`src/rtl/fu_iso_pkg.sv`:
```
package fu_iso_pkg;
   typedef enum logic {
      FU_ADD = 1'b0,
      FU_SUB = 1'b1
   } fu_op_e;
endpackage

```
`src/rtl/operand_hold.sv`:
```
module operand_hold #(
   parameter int W       = 16,
   parameter bit ISOLATE = 1'b1
) (
   input  logic         clk,
   input  logic         rst,
   input  logic         exec,
   input  logic [W-1:0] d,
   output logic [W-1:0] q
);
   logic load;

   generate
      if (ISOLATE) begin : g_gated
         assign load = exec;
      end else begin : g_free
         assign load = 1'b1;
      end
   endgenerate

   always_ff @(posedge clk) begin
      if (rst)       q <= '0;
      else if (load) q <= d;
   end

   // a strobe captures the presented value
   assert_capture_R1: assert property (@(posedge clk) disable iff (rst)
      exec |=> (q == $past(d)));

   generate
      if (ISOLATE) begin : g_chk
         // no strobe, no movement at the unit input
         assert_frozen_R2: assert property (@(posedge clk) disable iff (rst)
            !exec |=> $stable(q));
      end
   endgenerate
endmodule

```
`src/rtl/fu_core.sv`:
```
module fu_core
   import fu_iso_pkg::*;
#(
   parameter int W = 16
) (
   input  logic [W-1:0] a,
   input  logic [W-1:0] b,
   input  fu_op_e       op,
   output logic [W-1:0] y
);
   always_comb begin
      unique case (op)
         FU_ADD:  y = a + b;
         FU_SUB:  y = a - b;
         default: y = a + b;
      endcase
   end
endmodule

```
`src/rtl/toggle_tally.sv`:
```
module toggle_tally #(
   parameter int W  = 16,
   parameter int CW = 32
) (
   input  logic          clk,
   input  logic          rst,
   input  logic [W-1:0]  sig,
   output logic [CW-1:0] cnt
);
   localparam int PW = $clog2(W + 1);

   logic [W-1:0]  prev;
   logic [W-1:0]  diff;
   logic [PW-1:0] hd;

   assign diff = sig ^ prev;

   always_comb begin
      hd = '0;
      for (int i = 0; i < W; i++) hd = hd + PW'(diff[i]);
   end

   always_ff @(posedge clk) begin
      if (rst) begin
         prev <= '0;
         cnt  <= '0;
      end else begin
         prev <= sig;
         cnt  <= cnt + CW'(hd);
      end
   end

   // one edge adds at most W toggles
   assert_step_R7: assert property (@(posedge clk) disable iff (rst)
      (cnt - $past(cnt)) <= CW'(W));
endmodule

```
`src/rtl/fu_iso_wrap.sv`:
```
module fu_iso_wrap
   import fu_iso_pkg::*;
#(
   parameter int WIDTH   = 16,
   parameter int TCNT_W  = 32,
   parameter bit ISOLATE = 1'b1
) (
   input  logic              clk,
   input  logic              rst,
   input  logic [WIDTH-1:0]  opnd_a,
   input  logic [WIDTH-1:0]  opnd_b,
   input  logic              exec_en,
   input  logic              op_sel,
   output logic [WIDTH-1:0]  result,
   output logic              result_vld,
   output logic [TCNT_W-1:0] tgl_a,
   output logic [TCNT_W-1:0] tgl_b
);
   localparam int MIN_CNT_W = $clog2(WIDTH + 1);

   generate
      if (WIDTH < 2) begin : g_bad_width
         $error("fu_iso_wrap: WIDTH must be at least 2");
      end
      if (TCNT_W < MIN_CNT_W) begin : g_bad_cnt
         $error("fu_iso_wrap: TCNT_W too narrow for one step");
      end
   endgenerate

   logic [WIDTH-1:0] a_q, b_q, y;
   logic [0:0]       op_q;
   logic             exec_d;

   operand_hold #(.W(WIDTH), .ISOLATE(ISOLATE)) u_hold_a (
      .clk(clk), .rst(rst), .exec(exec_en), .d(opnd_a), .q(a_q));
   operand_hold #(.W(WIDTH), .ISOLATE(ISOLATE)) u_hold_b (
      .clk(clk), .rst(rst), .exec(exec_en), .d(opnd_b), .q(b_q));
   operand_hold #(.W(1), .ISOLATE(ISOLATE)) u_hold_op (
      .clk(clk), .rst(rst), .exec(exec_en), .d(op_sel), .q(op_q));

   fu_core #(.W(WIDTH)) u_core (
      .a(a_q), .b(b_q), .op(fu_op_e'(op_q[0])), .y(y));

   always_ff @(posedge clk) begin
      if (rst) begin
         exec_d     <= 1'b0;
         result     <= '0;
         result_vld <= 1'b0;
      end else begin
         exec_d     <= exec_en;
         result_vld <= exec_d;
         if (exec_d) result <= y;
      end
   end

   toggle_tally #(.W(WIDTH), .CW(TCNT_W)) u_tally_a (
      .clk(clk), .rst(rst), .sig(a_q), .cnt(tgl_a));
   toggle_tally #(.W(WIDTH), .CW(TCNT_W)) u_tally_b (
      .clk(clk), .rst(rst), .sig(b_q), .cnt(tgl_b));

   // a valid pulse always traces back to a strobe two edges earlier
   assert_vld_origin_R5: assert property (@(posedge clk) disable iff (rst)
      result_vld |-> $past(exec_en, 2));

   // result is held whenever no new value is flagged
   assert_hold_R6: assert property (@(posedge clk) disable iff (rst)
      !result_vld |-> $stable(result));
endmodule

```
`config.mk`:
```
export PLATFORM = sky130hd
export DESIGN_NAME = fu_iso_wrap
export DESIGN_NICKNAME = d
export VERILOG_FILES = /design/src/rtl/fu_iso_pkg.sv /design/src/rtl/operand_hold.sv /design/src/rtl/fu_core.sv /design/src/rtl/toggle_tally.sv /design/src/rtl/fu_iso_wrap.sv
export SDC_FILE = /design/constraint.sdc
export NUM_CORES = 1
export LEC_CHECK = 0
export BUFFER_PORTS_ARGS = -buffer_cell sky130_fd_sc_hd__buf_2
export CAP_MARGIN = 20
export CORE_ASPECT_RATIO = 0.7
export CORE_UTILIZATION = 25
export DETAILED_ROUTE_END_ITERATION = 16
export GPL_TIMING_DRIVEN = 0
export PLACE_DENSITY = 0.42
export SETUP_SLACK_MARGIN = 0.02
export SYNTH_ARGS = -nofsm -noshare
export SYNTH_HDL_FRONTEND = slang
export SYNTH_SLANG_ARGS = --single-unit
```
`constraint.sdc`:
```
create_clock -name clk -period 8 [get_ports clk]
set_clock_uncertainty 0.05 [all_clocks]
set_input_delay 1.6 -clock clk [delete_from_list [all_inputs] [get_ports clk]]
set_output_delay 1.6 -clock clk [all_outputs]
set_load 0.02 [all_outputs]
```
==> impl_metrics.csv <==
group,metric,value,unit
outcome,status,"finished, final reports clean",
floorplan,die_h,149,µm
setup_path,critPathMaxFanout,10,
setup_path,required,8.25,ns
routing,post-route-drc-count,0,
timing,worstMarginPinSlew,0.936,ns
finish,fin_cells,1385,
worst_hold_path,hold_start,"result[14]",
routing,viasPerCell,4.31,
logic_synthesis,netlist.area_leader.share,38.2,%
clock_network,clk_pin_slew,0.06,ns
finish,drive_above_1_share,16.6,%
timing,tns,0,ns
finish,fin_area,9460,µm²
floorplan,core,30200,µm²
logic_synthesis,yosys.cell_types.count,54,
logic_synthesis,avgSynthCellArea,9.33,µm²
logic_synthesis,synth-seq-area-share,38.2,%
finish,nets,1055,
setup_path,crit_family,"adder cells",
logic_synthesis,synthFlopType,"dfxtp_1",
floorplan,die_area,31600,µm²
timing,finalCritPeriodShare,81.0,%
clock_network,holdBufCountCts,0,
worst_hold_path,hp-class,"reg -> reg",
routing,drt_iter0_drc,396,
global_routing,grt_overflow,0,
setup_path,arrival,6.73,ns
timing,period_minus_slack,6.48,ns
setup_path,crit_type,"reg -> reg",
clock_network,htreeDepth,4,
placement,gp_congestion,0.778,
logic_synthesis,synth-async-reset-ratio,0,%
routing,drt_pass1_iterations,5,
logic_synthesis,synth_edf_count,0,
floorplan,die_x,212,µm
setup_path,path_common_cell,"fa_1",
setup_path,r2r-start,"u_hold_b.q[0]",
clock_network,clock-root-buffer,"clkbuf_16",
placement,placed_area,8800,µm²
timing,hold_violations,0,
pwr,combinationalPowerShare,32.3,%
pwr,switching_share,33.1,%
logic_synthesis,synth_top_area_cell,"dfxtp_1",
setup_path,startpoint,"u_hold_b.q[0]",
routing,antenna_left,0,
setup_path,r2r_slack,1.52,ns
finish,final_util,31.4,%
setup_path,end_kind,"flop",
pwr,p_sw,0.849,mW
clock_network,clock_sink_count,147,
setup_path,crit_chain,"xor2_1 > ha_1 > fa_1 > fa_1 > fa_1 > inv_1 > fa_1 > fa_1 > fa_1 > inv_1 > fa_1 > a21o_1 > a21o_1 > a21oi_1 > clkbuf_1 > nor4_1 > xnor2_1 > nor2_1",
setup_path,cp_slowest_cell,"fa_1",
pwr,max-vdd-ir-drop,100,µV
pwr,p_int,1.71,mW
timing,rsz0062_at_grt,"false",
placement,dp.cells,1353,
placement,port_buffers,115,
clock_network,ctsResizeCount,0,
routing,wl_per_cell,15.4,µm
clock_network,cts_tree,"done",
timing,setup_viol,0,
timing,holdWs,0.413,ns
logic_synthesis,syn-instance-count,826,
global_routing,gr-usage-all-layers,13.9,%
logic_synthesis,syn_area,7710,µm²
pwr,clockPowerShare,35.8,%
routing,finalWirelength,21.3,mm
setup_path,path_buf_inv,3,
floorplan,initial_core_util,25.5,%
pwr,p_leak,4.05,nW
pwr,seq_power_share,31.9,%
global_routing,grt_pass1_vias,5544,
logic_synthesis,synth_warnings,0,
global_routing,antenna_found_initial,0,
global_routing,grt_pass1_wl,32.9,mm
placement,hpwl,16.3,mm
timing,finalMaxSlewViolations,0,
finish,antennaDiodeCount,0,
pwr,power_density,271,nW/µm²
global_routing,grt_start_max_net_pins,17,
setup_path,cpPeakStageDelay,0.55,ns
setup_path,cp-start-kind,"flop",
logic_synthesis,synth_nets,921,
finish,area_growth,22.8,%
timing,fmax,0.154,GHz
clock_network,cts_setup_buffers,0,
logic_synthesis,synthTopCellsByArea,"dfxtp_1 38%, xnor2_1 8.9%, fa_1 6.0%",
clock_network,clk_latency,0.43,ns
logic_synthesis,synth-seq-cells,147,
floorplan,rows,53,
routing,vias,5970,
clock_network,numCtsBuffers,17,
clock_network,cts_buffer_depth,2,
floorplan,ios,117,
timing,relSlewSlack,37.6,%
job,cap_violations,0,
==> through the flow <==
| step | total power [mW] | setup slack [ns] |
|---|---|---|
| 2_1_floorplan | 1.47 | 2.25 |
| 3_3_place_gp | 1.67 | 1.48 |
| 3_5_place_dp | 1.67 | 1.51 |
| 4_1_cts | 2.61 | 1.46 |
| 5_1_grt | 2.74 | 1.14 |
| 6_report | 2.56 | 1.52 |
==> final cells by class <==
cell class / count / area (µm²)
inverter: 37 / 139
multi-input combinational: 604 / 4470
buffer: 38 / 154
clock buffer: 18 / 439
sequential: 147 / 2940
tap: 412 / 515
fill: 3206 / 20700
clock inverter: 14 / 224
timing repair buffer: 115 / 576
==> worst register-to-register path: cells and delay by family (launching register included) <==
kind                       cells  cell delay (ns)
DFF                            1             0.46
buffers and inverters          3             0.57
adders and majority gates      8             3.79
AOI/OAI and AO/OA              3             0.91
and+or+nand+nor                2             0.20
xor gates and xnor gates       2             0.39
==> routing by layer <==
| metal | routed length, µm | track usage, % | vias to the layer above |
|---|---|---|---|
| li1 | - | - | 3083 |
| met1 | 11900 | 21.7 | 2793 |
| met2 | 8460 | 18.7 | 84 |
| met3 | 804 | 3.16 | 10 |
| met4 | 170 | 3.59 | 0 |
| met5 | 0 | 0 | - |
==> cell usage after synthesis (8+ instances only) <==
cell / number
a211oi_1: 8
a21o_1: 14
a21oi_1: 38
and3_1: 9
clkbuf_1: 31
dfxtp_1: 147
fa_1: 23
ha_1: 36
inv_1: 37
mux2i_1: 37
nand2_1: 28
nand3_1: 17
nand4_1: 8
nor2_1: 116
nor2b_1: 40
nor3_1: 16
nor4_1: 15
nor4b_1: 9
o21a_1: 11
o21ai_0: 13
or3_1: 9
xnor2_1: 78
xor2_1: 29
==> power groups by stage <==
stage          Combinational, mW  Sequential (mW)  Clock, mW
2_1_floorplan              0.608            0.859          0
3_3_place_gp               0.834            0.835          0
3_5_place_dp               0.834            0.835          0
4_1_cts                    0.847            0.819      0.941
5_1_grt                    0.944            0.825      0.971
6_report                   0.827            0.817      0.917
==> placed cells by master (no fill, tap or decap), types with 5 or more instances in the layout <==
master,Yosys,layout
a211oi_1,8,8
a21o_1,14,14
a21oi_1,38,38
and3_1,9,9
and4_1,6,6
buf_2,3,118
bufinv_16,0,5
clkbuf_1,31,31
clkbuf_16,0,17
dfxtp_1,147,147
fa_1,23,23
ha_1,36,36
inv_1,37,37
mux2i_1,37,37
nand2_1,28,28
nand3_1,17,17
nand4_1,8,8
nor2_1,116,116
nor2b_1,40,40
nor3_1,16,16
nor3b_1,6,6
nor4_1,15,15
nor4b_1,9,9
o21a_1,11,11
o21ai_0,13,13
or3_1,9,9
xnor2_1,78,78
xor2_1,29,29
==> registers in the layout, summed over array words and instances, names as in the netlist <==
register and cells:
u_tally_a.prev 16, result 16, u_tally_b.prev 16, u_hold_a.q 16, u_hold_b.q 16, u_tally_a.cnt 32
u_hold_op.q 1, result_vld 1, u_tally_b.cnt 32, exec_d 1
==> path summary, 6_finish.rpt <==
path                  endpoint  cells past startpoint
max          u_tally_b.cnt[30]                     18
min                 result[14]                      2
max reg2reg  u_tally_b.cnt[30]                     18
min reg2reg         result[14]                      2
==> cell families (layout without fill, tap and decap cells) <==
kind of cell    count (synthesis)  count (layout)  synth area share (%)
flops                         147             147                  38.2
compound gates                106             106                  9.17
mux                            37              37                  4.80
fa+ha+maj                      59              59                  11.8
buf+inv                        75             222                  3.80
xor+xnor                      108             108                  12.4
simple gates                  294             294                  19.9
Note: power is estimated with default switching activity, not from simulation.
